$ cat src/rtl/frame_readout_pkg.sv
package frame_readout_pkg;

  typedef enum logic [1:0] {
    PH_IDLE  = 2'd0,
    PH_LATCH = 2'd1,
    PH_SCAN  = 2'd2
  } phase_t;

endpackage

$ cat src/rtl/frame_scan_ctrl.sv
module frame_scan_ctrl
  import frame_readout_pkg::*;
#(
  parameter int ROWS = 16,
  parameter int COLS = 32,
  localparam int RW = $clog2(ROWS),
  localparam int CW = $clog2(COLS)
) (
  input  logic          clk,
  input  logic          rst,
  input  logic          frame_start_i,
  output logic          latch_o,
  output logic          scan_o,
  output logic [RW-1:0] row_o,
  output logic [CW-1:0] col_o,
  output logic          busy_o,
  output logic          vld_o,
  output logic [RW-1:0] vrow_o,
  output logic [CW-1:0] vcol_o
);

  localparam logic [RW-1:0] ROW_LAST = RW'(ROWS - 1);
  localparam logic [CW-1:0] COL_LAST = CW'(COLS - 1);

  phase_t        ph_q;
  logic          pend_q;
  logic [RW-1:0] row_q;
  logic [CW-1:0] col_q;
  logic          vld_q;
  logic [RW-1:0] vrow_q;
  logic [CW-1:0] vcol_q;
  logic          accept;

  assign accept = (ph_q == PH_IDLE) && (frame_start_i || pend_q);

  always_ff @(posedge clk) begin
    if (rst) begin
      ph_q   <= PH_IDLE;
      pend_q <= 1'b0;
      row_q  <= '0;
      col_q  <= '0;
      vld_q  <= 1'b0;
      vrow_q <= '0;
      vcol_q <= '0;
    end else begin
      pend_q <= accept ? 1'b0 : (pend_q | frame_start_i);
      vld_q  <= (ph_q == PH_SCAN);
      vrow_q <= row_q;
      vcol_q <= col_q;
      case (ph_q)
        PH_IDLE: if (accept) ph_q <= PH_LATCH;
        PH_LATCH: begin
          ph_q  <= PH_SCAN;
          row_q <= '0;
          col_q <= '0;
        end
        PH_SCAN: begin
          if (col_q == COL_LAST) begin
            col_q <= '0;
            if (row_q == ROW_LAST) ph_q <= PH_IDLE;
            else row_q <= row_q + RW'(1);
          end else begin
            col_q <= col_q + CW'(1);
          end
        end
        default: ph_q <= PH_IDLE;
      endcase
    end
  end

  assign latch_o = (ph_q == PH_LATCH);
  assign scan_o  = (ph_q == PH_SCAN);
  assign row_o   = row_q;
  assign col_o   = col_q;
  assign busy_o  = (ph_q != PH_IDLE) || vld_q;
  assign vld_o   = vld_q;
  assign vrow_o  = vrow_q;
  assign vcol_o  = vcol_q;

  // transfer strobe lasts a single cycle
  p_latch_single_r2: assert property (@(posedge clk) disable iff (rst)
    latch_o |=> !latch_o);

  // scan begins right after the transfer strobe, at row 0 column 0
  p_scan_after_latch_r3: assert property (@(posedge clk) disable iff (rst)
    latch_o |=> (scan_o && row_o == '0 && col_o == '0));

  // column steps by one within a row
  p_col_step_r4: assert property (@(posedge clk) disable iff (rst)
    (scan_o && col_o != COL_LAST) |=> (col_o == $past(col_o) + CW'(1) && $stable(row_o)));

  // row advances on column wrap
  p_row_wrap_r4: assert property (@(posedge clk) disable iff (rst)
    (scan_o && col_o == COL_LAST && row_o != ROW_LAST) |=> (scan_o && col_o == '0 && row_o == $past(row_o) + RW'(1)));

  // every scan cycle yields a valid word next cycle
  p_word_follows_scan_r4: assert property (@(posedge clk) disable iff (rst)
    scan_o |=> vld_o);

  // no new transfer strobe while the scan is running
  p_no_latch_in_scan_r7: assert property (@(posedge clk) disable iff (rst)
    latch_o |-> !$past(scan_o && !(row_o == ROW_LAST && col_o == COL_LAST)));

endmodule

$ cat src/rtl/half_col_mux.sv
module half_col_mux #(
  parameter int COLS = 32,
  parameter int W    = 16,
  localparam int CW  = $clog2(COLS)
) (
  input  logic            clk,
  input  logic            rst,
  input  logic            scan_i,
  input  logic [CW-1:0]   col_i,
  input  logic [COLS*W-1:0] bus_i,
  output logic [W-1:0]    word_o
);

  logic [W-1:0] word_q;

  always_ff @(posedge clk) begin
    if (rst) word_q <= '0;
    else if (scan_i) word_q <= bus_i[col_i*W +: W];
  end

  assign word_o = word_q;

  // output word changes only on a scan cycle
  p_word_hold_r5: assert property (@(posedge clk) disable iff (rst)
    !scan_i |=> $stable(word_o));

endmodule

$ cat src/rtl/frame_readout_seq.sv
module frame_readout_seq #(
  parameter int ROWS = 16,
  parameter int COLS = 32,
  parameter int W    = 16,
  localparam int RW  = $clog2(ROWS),
  localparam int CW  = $clog2(COLS)
) (
  input  logic              clk,
  input  logic              rst,
  input  logic              frame_start,
  input  logic [COLS*W-1:0] upper_bus,
  input  logic [COLS*W-1:0] lower_bus,
  output logic              pix_latch,
  output logic              row_en,
  output logic [RW-1:0]     row_sel,
  output logic              busy,
  output logic              word_valid,
  output logic [RW-1:0]     word_row,
  output logic [CW-1:0]     word_col,
  output logic [W-1:0]      upper_word,
  output logic [W-1:0]      lower_word
);

  localparam int HALVES = 2;

  logic              scan;
  logic [CW-1:0]     col;
  logic [COLS*W-1:0] bus_arr  [HALVES];
  logic [W-1:0]      word_arr [HALVES];

  frame_scan_ctrl #(.ROWS(ROWS), .COLS(COLS)) i_ctrl (
    .clk          (clk),
    .rst          (rst),
    .frame_start_i(frame_start),
    .latch_o      (pix_latch),
    .scan_o       (scan),
    .row_o        (row_sel),
    .col_o        (col),
    .busy_o       (busy),
    .vld_o        (word_valid),
    .vrow_o       (word_row),
    .vcol_o       (word_col)
  );

  assign row_en     = scan;
  assign bus_arr[0] = upper_bus;
  assign bus_arr[1] = lower_bus;

  for (genvar h = 0; h < HALVES; h++) begin : g_half
    half_col_mux #(.COLS(COLS), .W(W)) i_mux (
      .clk   (clk),
      .rst   (rst),
      .scan_i(scan),
      .col_i (col),
      .bus_i (bus_arr[h]),
      .word_o(word_arr[h])
    );
  end

  assign upper_word = word_arr[0];
  assign lower_word = word_arr[1];

  // nothing is active in the first cycle after reset
  p_quiet_after_reset_r1: assert property (@(posedge clk)
    $fell(rst) |-> (!pix_latch && !row_en && !busy && !word_valid));

  // busy covers row drive and valid words
  p_busy_covers_r6: assert property (@(posedge clk) disable iff (rst)
    (row_en || word_valid || pix_latch) |-> busy);

endmodule

$ cat config.mk
export PLATFORM = sky130hd
export DESIGN_NAME = frame_readout_seq
export DESIGN_NICKNAME = d
export VERILOG_FILES = /design/src/rtl/frame_readout_pkg.sv /design/src/rtl/frame_scan_ctrl.sv /design/src/rtl/half_col_mux.sv /design/src/rtl/frame_readout_seq.sv
export SDC_FILE = /design/constraint.sdc
export NUM_CORES = 1
export LEC_CHECK = 0
export CORE_AREA = 10 10 413 415
export CTS_BUF_LIST = sky130_fd_sc_hd__clkbuf_8 sky130_fd_sc_hd__clkbuf_16
export CTS_CLUSTER_DIAMETER = 50
export DETAILED_ROUTE_END_ITERATION = 10
export DIE_AREA = 0 0 423 425
export PLACE_DENSITY_LB_ADDON = 0.3
export SYNTH_ARGS = -nofsm -noshare
export SYNTH_HDL_FRONTEND = slang
export SYNTH_SLANG_ARGS = --single-unit
$ cat constraint.sdc
create_clock -name clk -period 2.83 [get_ports clk]
set_clock_uncertainty 0.05 [all_clocks]
set_input_delay 0.4245 -clock clk [delete_from_list [all_inputs] [get_ports clk]]
set_output_delay 0.4245 -clock clk [all_outputs]
set_load 0.01 [all_outputs]
== Yosys cells after proc, flatten, opt, wreduce, memory -nomap -nowiden ==
Index checks and enable logic that the tools add are counted.

* Register bits after elaboration: 54
* Input bits: 1027
* Logic and storage cells: 40
* Output and inout bits: 49

* Add/subtract/negate cells: 2
* Bitwise logic cells: 1
* Eq/ne operators: 8
* Multiplexer cells: 9
* Reduce and logical (&&, ||, !) cells: 9
* Shifts and indexed selects: 2

{| class="wikitable"
|+ Operator list
! kind !! count
|-
| 512-bit by 10-bit indexed part select with 16-bit output || 2
|-
| 5-bit one-hot mux with 2 select lines || 1
|-
| 4-bit two-way mux || 2
|-
| 4-bit one-hot mux with 2 select lines || 1
|-
| 2-bit two-way mux || 3
|-
| 2-bit by 1-bit != test with 1-bit output, second input constant || 3
|-
| 2-bit one-hot mux with 3 select lines || 1
|-
| 3-bit AND reduction || 2
|-
| 5-bit by 1-bit adder with 5-bit output, second input constant || 1
|-
| 5-bit == test, second input constant || 1
|-
| 5-bit two-way mux || 1
|-
| 4-bit by 1-bit adder with 4-bit output, second input constant || 1
|-
| 4-bit == test, second input constant || 1
|-
| 2-bit nonzero test || 2
|-
| 2-bit by 1-bit == test with 1-bit output, second input constant || 1
|-
| 2-bit == test, second input constant || 1
|-
| 2-bit zero test || 1
|-
| 1-bit logical OR || 2
|-
| 2-bit != test, second input constant || 1
|-
| 2-bit OR reduction || 1
|-
| 1-bit logical AND || 1
|-
| 1-bit OR || 1
|}

== Depth between registers and ports, before layout ==
Gate-level depths: netlist (run 1).

* Depth after elaboration: 4
* Mapped depth: 11
* Mapped depth without buffers: 7

== Modules after synthesis ==
From an unflattened synthesis (run 1), not the netlist that was laid out.

* Cells, all modules: 1267
* Area total of the unflattened synthesis: 10884.2 um^2

{| class="wikitable"
|+ Modules (own cells, without submodules)
! module !! seq. area each (um^2) !! area each (um^2) !! instances !! cells an instance
|-
| half_col_mux || 320.3 || 4972.3 || 2 || 588
|-
| frame_scan_ctrl || 440.4 || 939.7 || 1 || 91
|}

== Least setup slack after synthesis (run 1) ==
No wires, ideal clock.

* Kind: flip-flop to flip-flop
* Start: reg i_ctrl.col_q[2], in the netlist i_ctrl.col_o[2]
* End: reg i_ctrl.row_q[1], in the netlist i_ctrl.row_o[1]
* Stages on the path, launching flop included: 12
* Library setup time: 0.128 ns
* Path slack: 0.667 ns
* Period minus slack after synthesis: 2.163 ns
* Data arrival time: 1.985 ns
* Path buffers: 5
* Required time: 2.652 ns
* Cells stage by stage: dfxtp_1 buf_2 buf_4 buf_4 buf_2 buf_2 and3_1 ha_1 o21ai_0 o31ai_1 a22oi_1 nor2_1

* Word-level cells in the longest chain between the ends: 3

{| class="wikitable"
|+ RTL lines
! item !! line !! text
|-
| start: declaration || frame_scan_ctrl.sv:28 || <nowiki>logic [CW-1:0] col_q;</nowiki>
|-
| start signal: assignment || frame_scan_ctrl.sv:63 || <nowiki>col_q <= col_q + CW'(1);</nowiki>
|-
| 5-bit == test || frame_scan_ctrl.sv:58 || <nowiki>if (col_q == COL_LAST) begin</nowiki>
|-
| 2-bit by 1-bit != test with 1-bit output (no line) || n/a ||
|-
| 3-bit AND reduction (no line) || n/a ||
|-
| end signal: assignment || frame_scan_ctrl.sv:61 || <nowiki>else row_q <= row_q + RW'(1);</nowiki>
|-
| end: declaration || frame_scan_ctrl.sv:27 || <nowiki>logic [RW-1:0] row_q;</nowiki>
|}

No other way between the ends.
A chain may end at the register's enable or synchronous reset.

== Worst setup path in the final report (run 1) ==
* Start: reg i_ctrl.col_q[1], in the netlist i_ctrl.col_o[1]
* End: reg g_half[0].i_mux.word_q[0]

* Word-level cells in the longest chain between the ends: 1

{| class="wikitable"
|+ RTL lines
! item !! line !! text
|-
| 512-bit by 10-bit indexed part select with 16-bit output || half_col_mux.sv:18 || <nowiki>else if (scan_i) word_q <= bus_i[col_i*W +: W];</nowiki>
|-
| end signal: assignment || half_col_mux.sv:18 ||
|-
| end: declaration || half_col_mux.sv:14 || <nowiki>logic [W-1:0] word_q;</nowiki>
|}

No other way between the ends.

==> results of run 1 <==
layer usage:
metal	up-vias	part of all wire [%]
met1	7940	45
met4	52	1.1
met5	-	0.24
met2	755	47
li1	6994	-
met3	143	6.5
worst paths after layout:
kind,end,slack (ns)
worst max register to register,g_half[0].i_mux.word_o[0],0.02
worst min-delay path,i_ctrl.pend_q,0.47
worst max-delay path,g_half[0].i_mux.word_o[0],0.02
worst min register to register,i_ctrl.pend_q,0.47
layout by cell type, fill, tap and decap left out, drive strengths merged, types with 12 or more instances in the layout:
master | synthesis | routed
buf | 95 | 139
diode | 0 | 15
o22ai | 12 | 12
clkdlybuf4s50 | 0 | 1075
mux4 | 88 | 88
nand2 | 90 | 90
nand3 | 30 | 30
nor2 | 35 | 35
nor2b | 70 | 70
a2111o | 25 | 25
a211oi | 111 | 111
a221oi | 26 | 26
mux2i | 318 | 318
o21ai | 22 | 22
dfxtp | 54 | 54
a22oi | 81 | 81
a32oi | 26 | 26
state kept, by name, indices dropped and copies added, names as in the netlist:
register,count
g_half.i_mux.word_o,32
i_ctrl.col_o,5
i_ctrl.ph_q,2
i_ctrl.vrow_o,4
i_ctrl.vld_o,1
i_ctrl.vcol_o,5
i_ctrl.pend_q,1
i_ctrl.row_o,4
logic make-up (layout without fill, tap and decap cells):
family          after synthesis  in the layout  share of synthesized area (%)
compound gates              319            319                           22.7
buf+inv                     140           1227                           7.09
simple gates                253            253                           11.2
flops                        54             54                           9.88
fa+ha+maj                     6              6                          0.686
mux                         412            412                           48.2
xor+xnor                      3              3                          0.240
other cells                   0             15                              0
synthesized netlist by cell type (all sizes together) (2+ instances only):
cell type	instances
inv	5
clkbuf	40
nand2	90
a32oi	26
and3	2
ha	6
mux4	88
a21oi	5
o21ai	22
dfxtp	54
buf	95
xor2	2
a211oi	111
mux2	6
o22ai	12
nand2b	9
nor3	10
mux2i	318
nor2	35
or2	2
nor2b	70
a2111o	25
o31ai	2
nand3	30
o32ai	6
and2	2
a22oi	81
a221oi	26
power by group:
part	total, mW	internal [mW]	switching (mW)
registers	1.16	0.934	0.226
clock network	0.799	0.334	0.465
logic	8.03	3.67	4.36
layout make-up:
| class | count | area (um^2) |
|---|---|---|
| diodes | 15 | 37.5 |
| clock buffers | 5 | 125 |
| clock inverters | 3 | 17.5 |
| fillers | 18277 | 137000 |
| inverters | 5 | 18.8 |
| multi-input cells | 993 | 9150 |
| flip-flops and latches | 54 | 1100 |
| well taps | 2175 | 2720 |
| repair buffers | 1214 | 12000 |
metrics by stage:
stage                     hold slack (ns)  area [um^2]  setup slack [ns]  power [mW]
final                               0.470        25200            0.0179        9.99
after global routing                0.501        25100            0.0165        10.6
after CTS                           0.475        25100            0.0176        10.2
after detailed placement            0.451        25000           -0.0378        9.32
after global placement              0.448        25000            -0.442        9.34
after floorplan                     0.425        10900             0.667        4.29
critical path, cell delays in order (launching register included):
cell and delay, ns:
dfxtp_4 0.44, buf_12 0.31, buf_4 0.32, mux2i_1 0.61, buf_4 0.22, a211oi_1 0.06
a32oi_1 0.51, nand3_1 0.13
==> run_results.csv, run 1 <==
group,metric,value,unit
sta,final.min_clock_period,2.81,ns
sta,finalHoldViolations,0,
setup_path,r2r-start,"i_ctrl.col_o[1]",
logic_synthesis,ys_ff_latch,54,
global_routing,globalRouteMet3Util,3.57,%
drt,antenna_violating_nets_post_route,0,
final_layout,flow.area_growth_from_synthesis,130,%
setup_path,arrival,3.00,ns
sta,timing.setup.tns,0,ns
logic_synthesis,syn_area_per_cell,9.22,um^2
outcome,run_status,"finished clean",
setup_path,crit_fanout,45,
logic_synthesis,yosys-top-cells-area,"mux2i_1, mux4_2, dfxtp_1",
clock_tree,insertion_delay,0.38,ns
global_routing,grt_antenna_before_repair,85,
min_path,hold_start,"i_ctrl.pend_q",
logic_synthesis,yosys.cell_types.count,43,
logic_synthesis,synth_largest_area_cell,"mux2i_1",
clock_tree,postCtsResizedCells,1,
logic_synthesis,syn_inst,1187,
clock_tree,cts_hold_buf,0,
clock_tree,clock_root_buffer_master,"clkbuf_16",
sta,clock.fmax,356,MHz
drt,routed_wirelength,147000,um
sta,finalSetupViolCount,0,
floorplan,floorplan.die.width,423,um
placement,place.gp.congestion,0.923,
global_routing,grt.met1_usage,20.7,%
floorplan,floorplan.rows,148,
logic_synthesis,synth-seq-area-share,9.88,%
sta,max_slew.worst_pin.slew,1.20,ns
drt,drtIter0Drc,1239,
clock_tree,clkSlewWorstSetupHoldPaths,0.10,ns
clock_tree,tritoncts,"yes",
logic_synthesis,synth.cell_area,0.0109,mm^2
sta,min_period_over_period,99.4,%
global_routing,grt_pass1_wl,182000,um
clock_tree,cts.path.max_buffers,2,
setup_path,critPathLaunch,"i_ctrl.col_o[1]",
min_path,min_delay_path_depth,2,
sta,slew_headroom,20.0,%
setup_path,worst_ep_required_time,3.01,ns
setup_path,worst_setup_path_start_kind,"register",
final_layout,layout.core_utilization,15.5,%
final_layout,final-instance-count-excl-fill,4464,
setup_path,path_class,"reg2reg",
placement,dpl.hpwl,132000,um
floorplan,die_height,425,um
power,static-leakage-power,7.64,nW
clock_tree,post-cts-setup-buffers,0,
global_routing,grt_pass1_vias,16384,
final_layout,layout.nets,3306,
floorplan,io_pins,1076,
drt,vias,15884,
sta,rsz_0062_raised_after_global_routing,"false",
power,p_per_area,397,mW/mm^2
floorplan,initial_core_util,6.75,%
clock_tree,numClockSinks,54,
floorplan,fp.dieArea,0.180,mm^2
sta,final-max-slew-violation-count,0,
clock_tree,numCtsBuffers,5,
global_routing,use_met2,25.4,%
drt,detail_route.drc_violations,0,
setup_path,r2r_depth,7,
placement,placement.io_buffers,1075,
global_routing,top_usage_layer,"met2",
drt,drt_first_pass_iters,7,
logic_synthesis,synth_warnings,0,
logic_synthesis,postSynth.asyncResetShare,0,%
logic_synthesis,synth-edff-count,0,
floorplan,core,0.162,mm^2
logic_synthesis,syn_nets,2220,
global_routing,maximum_number_of_pins_on_one_net_before_global_route_repair,61,
run,maxCapViolations,0,
logic_synthesis,yosysTopAreaCellShare,29.1,%
drt,average_routed_wire_per_standard_cell,33.0,um
drt,detail_route.vias_per_cell,3.56,
global_routing,globalRouteOverflowTotal,0,
global_routing,track_usage,15.4,%
final_layout,drive_above_1_share,10.9,%
logic_synthesis,synth_flop_cell,"dfxtp_1",
clock_tree,cts-htree-levels,2,
setup_path,timing.critical_path.to_type,"register",
power,max-vdd-ir-drop,0.000297,V
min_path,hp-class,"reg2reg",
placement,place.detailed.instances,4441,
(Power assumes the default switching activity.)
==> run 2, diff against run 1 <==
SETUP_SLACK_MARGIN = 0.4   (was default)
SKIP_LAST_GASP = 1   (was default)
==> run_results.csv, run 2 (same netlist as run 1, synthesis figures left out) <==
group,metric,value,unit
global_routing,maximum_number_of_pins_on_one_net_before_global_route_repair,61,
sta,max_slew.worst_pin.slew,1.23,ns
sta,finalHoldViolations,0,
drt,detail_route.drc_violations,0,
drt,routed_wirelength,151000,um
setup_path,path_class,"reg2reg",
sta,slew_headroom,17.6,%
min_path,hp-class,"reg2reg",
clock_tree,numClockSinks,54,
sta,clock.fmax,405,MHz
floorplan,initial_core_util,6.75,%
setup_path,crit_path_cell_trace,"buf_6, mux4_2, nor2b_1, a211oi_1, buf_4, a2111o_1, nand3_1",
clock_tree,cts.path.max_buffers,2,
sta,min_period_over_period,87.1,%
setup_path,timing.critical_path.to_type,"register",
setup_path,r2r-start,"i_ctrl.col_o[0]",
clock_tree,clkSlewWorstSetupHoldPaths,0.10,ns
setup_path,reg2reg_slack,0.36,ns
floorplan,io_pins,1076,
final_layout,flow.area_growth_from_synthesis,136,%
drt,antenna_violating_nets_post_route,0,
setup_path,worst_ep_required_time,3.03,ns
setup_path,cp_slowest_stage_delay,0.51,ns
placement,place.gp.congestion,0.923,
floorplan,fp.dieArea,0.180,mm^2
global_routing,globalRouteOverflowTotal,0,
clock_tree,clock_root_buffer_master,"clkbuf_16",
final_layout,final-instance-count-excl-fill,4488,
sta,final-max-slew-violation-count,0,
power,p_total,10.6,mW
min_path,hold_start,"i_ctrl.pend_q",
floorplan,floorplan.rows,148,
clock_tree,cts-htree-levels,2,
outcome,run_status,"finished clean",
global_routing,grt_pass1_wl,185000,um
final_layout,drive_above_1_share,14.2,%
final_layout,most-common-layout-cells,"clkdlybuf4s50_1, mux2i_1, buf_4",
placement,placement.io_buffers,1075,
clock_tree,insertion_delay,0.38,ns
power,p_per_area,411,mW/mm^2
placement,dpl.hpwl,132000,um
floorplan,floorplan.die.width,423,um
global_routing,grt_antenna_before_repair,89,
drt,drt_first_pass_iters,5,
placement,place.detailed.instances,4441,
min_path,min_delay_path_depth,2,
drt,drtIter0Drc,1213,
clock_tree,numCtsBuffers,5,
setup_path,worst_setup_path_start_kind,"register",
final_layout,layout.core_utilization,15.9,%
final_layout,mostFrequentLayoutCell,"clkdlybuf4s50_1",
setup_path,r2r_end,"g_half[0].i_mux.word_o[2]",
setup_path,crit_fanout,12,
setup_path,arrival,2.67,ns
floorplan,core,0.162,mm^2
drt,vias,16082,
global_routing,track_usage,15.6,%
sta,finalSetupViolCount,0,
final_layout,layout.nets,3334,
power,max-vdd-ir-drop,0.000318,V
sta,rsz_0062_raised_after_global_routing,"true",
setup_path,r2r_depth,7,
drt,average_routed_wire_per_standard_cell,33.6,um
sta,timing.setup.tns,0,ns
drt,detail_route.vias_per_cell,3.58,
clock_tree,tritoncts,"yes",
final_layout,largest_register_ffs,32,
floorplan,die_height,425,um
power,static-leakage-power,7.92,nW
min_path,holdPathEnd,"i_ctrl.pend_q",
run,maxCapViolations,0,
global_routing,grt_pass1_vias,16565,
sta,final.min_clock_period,2.47,ns
setup_path,crit_path_top_delay_cell,"mux4_2",
[run 2: routing by layer]
metal	GRT usage, %	vias up	wire length, um
met1	20.8	8042	67400
li1	-	7058	-
met3	4.00	155	10100
met4	1.86	58	1610
met5	0	-	401
met2	26.0	769	71400
[run 2: worst max-delay path by stage]
stage                    startpoint                          to  slack (ns)  depth (start not counted)
detailed placement              rst   g_half[1].i_mux.word_o[3]       -0.04                          8
global placement    i_ctrl.col_o[1]  g_half[1].i_mux.word_o[10]       -0.44                          7
floorplan           i_ctrl.col_o[2]             i_ctrl.row_o[1]        0.67                         11
CTS                 i_ctrl.col_o[1]   g_half[0].i_mux.word_o[0]        0.35                          8
finish              i_ctrl.col_o[0]   g_half[0].i_mux.word_o[2]        0.36                          7
global route        i_ctrl.col_o[0]   g_half[0].i_mux.word_o[2]        0.31                          7
[run 2: power breakdown]
group	leakage, nW	total [mW]	switching [mW]	internal (mW)
registers	0.441	1.18	0.243	0.934
clock network	0.0754	0.817	0.483	0.334
logic	7.40	8.61	4.60	4.01
[run 2: worst max-delay path: cells and delay by family (launching register included)]
kind | cells | cell delay [ns]
muxes | 1 | 0.51
and+or+nand+nor | 2 | 0.22
DFF | 1 | 0.47
buffers and inverters | 2 | 0.47
AOI/OAI and AO/OA | 2 | 0.62
[run 2: area by class of cell]
| type | instances | area [um^2] |
|---|---|---|
| inverters | 5 | 18.8 |
| diodes | 11 | 27.5 |
| flip-flops and latches | 54 | 1100 |
| clock inverters | 3 | 17.5 |
| fillers | 18216 | 136000 |
| clock buffers | 5 | 125 |
| well taps | 2175 | 2720 |
| repair buffers | 1240 | 12400 |
| multi-input cells | 995 | 9420 |
[run 2: timing repair]
action	in CTS	in global routing
setup buffers	13	9
setup endpoints to repair	17	33
gates resized for setup	43	24
hold buffers	0	0
pin swaps	5	2
cloned	4	2
[run 2: per-stage QoR]
step,setup WS [ns],area (um^2),hold slack (ns)
global placement,-0.442,25000,0.448
detailed placement,-0.0378,25000,0.451
finish,0.364,25800,0.469
global route,0.315,25800,0.501
floorplan,0.667,10900,0.425
CTS,0.352,25500,0.475
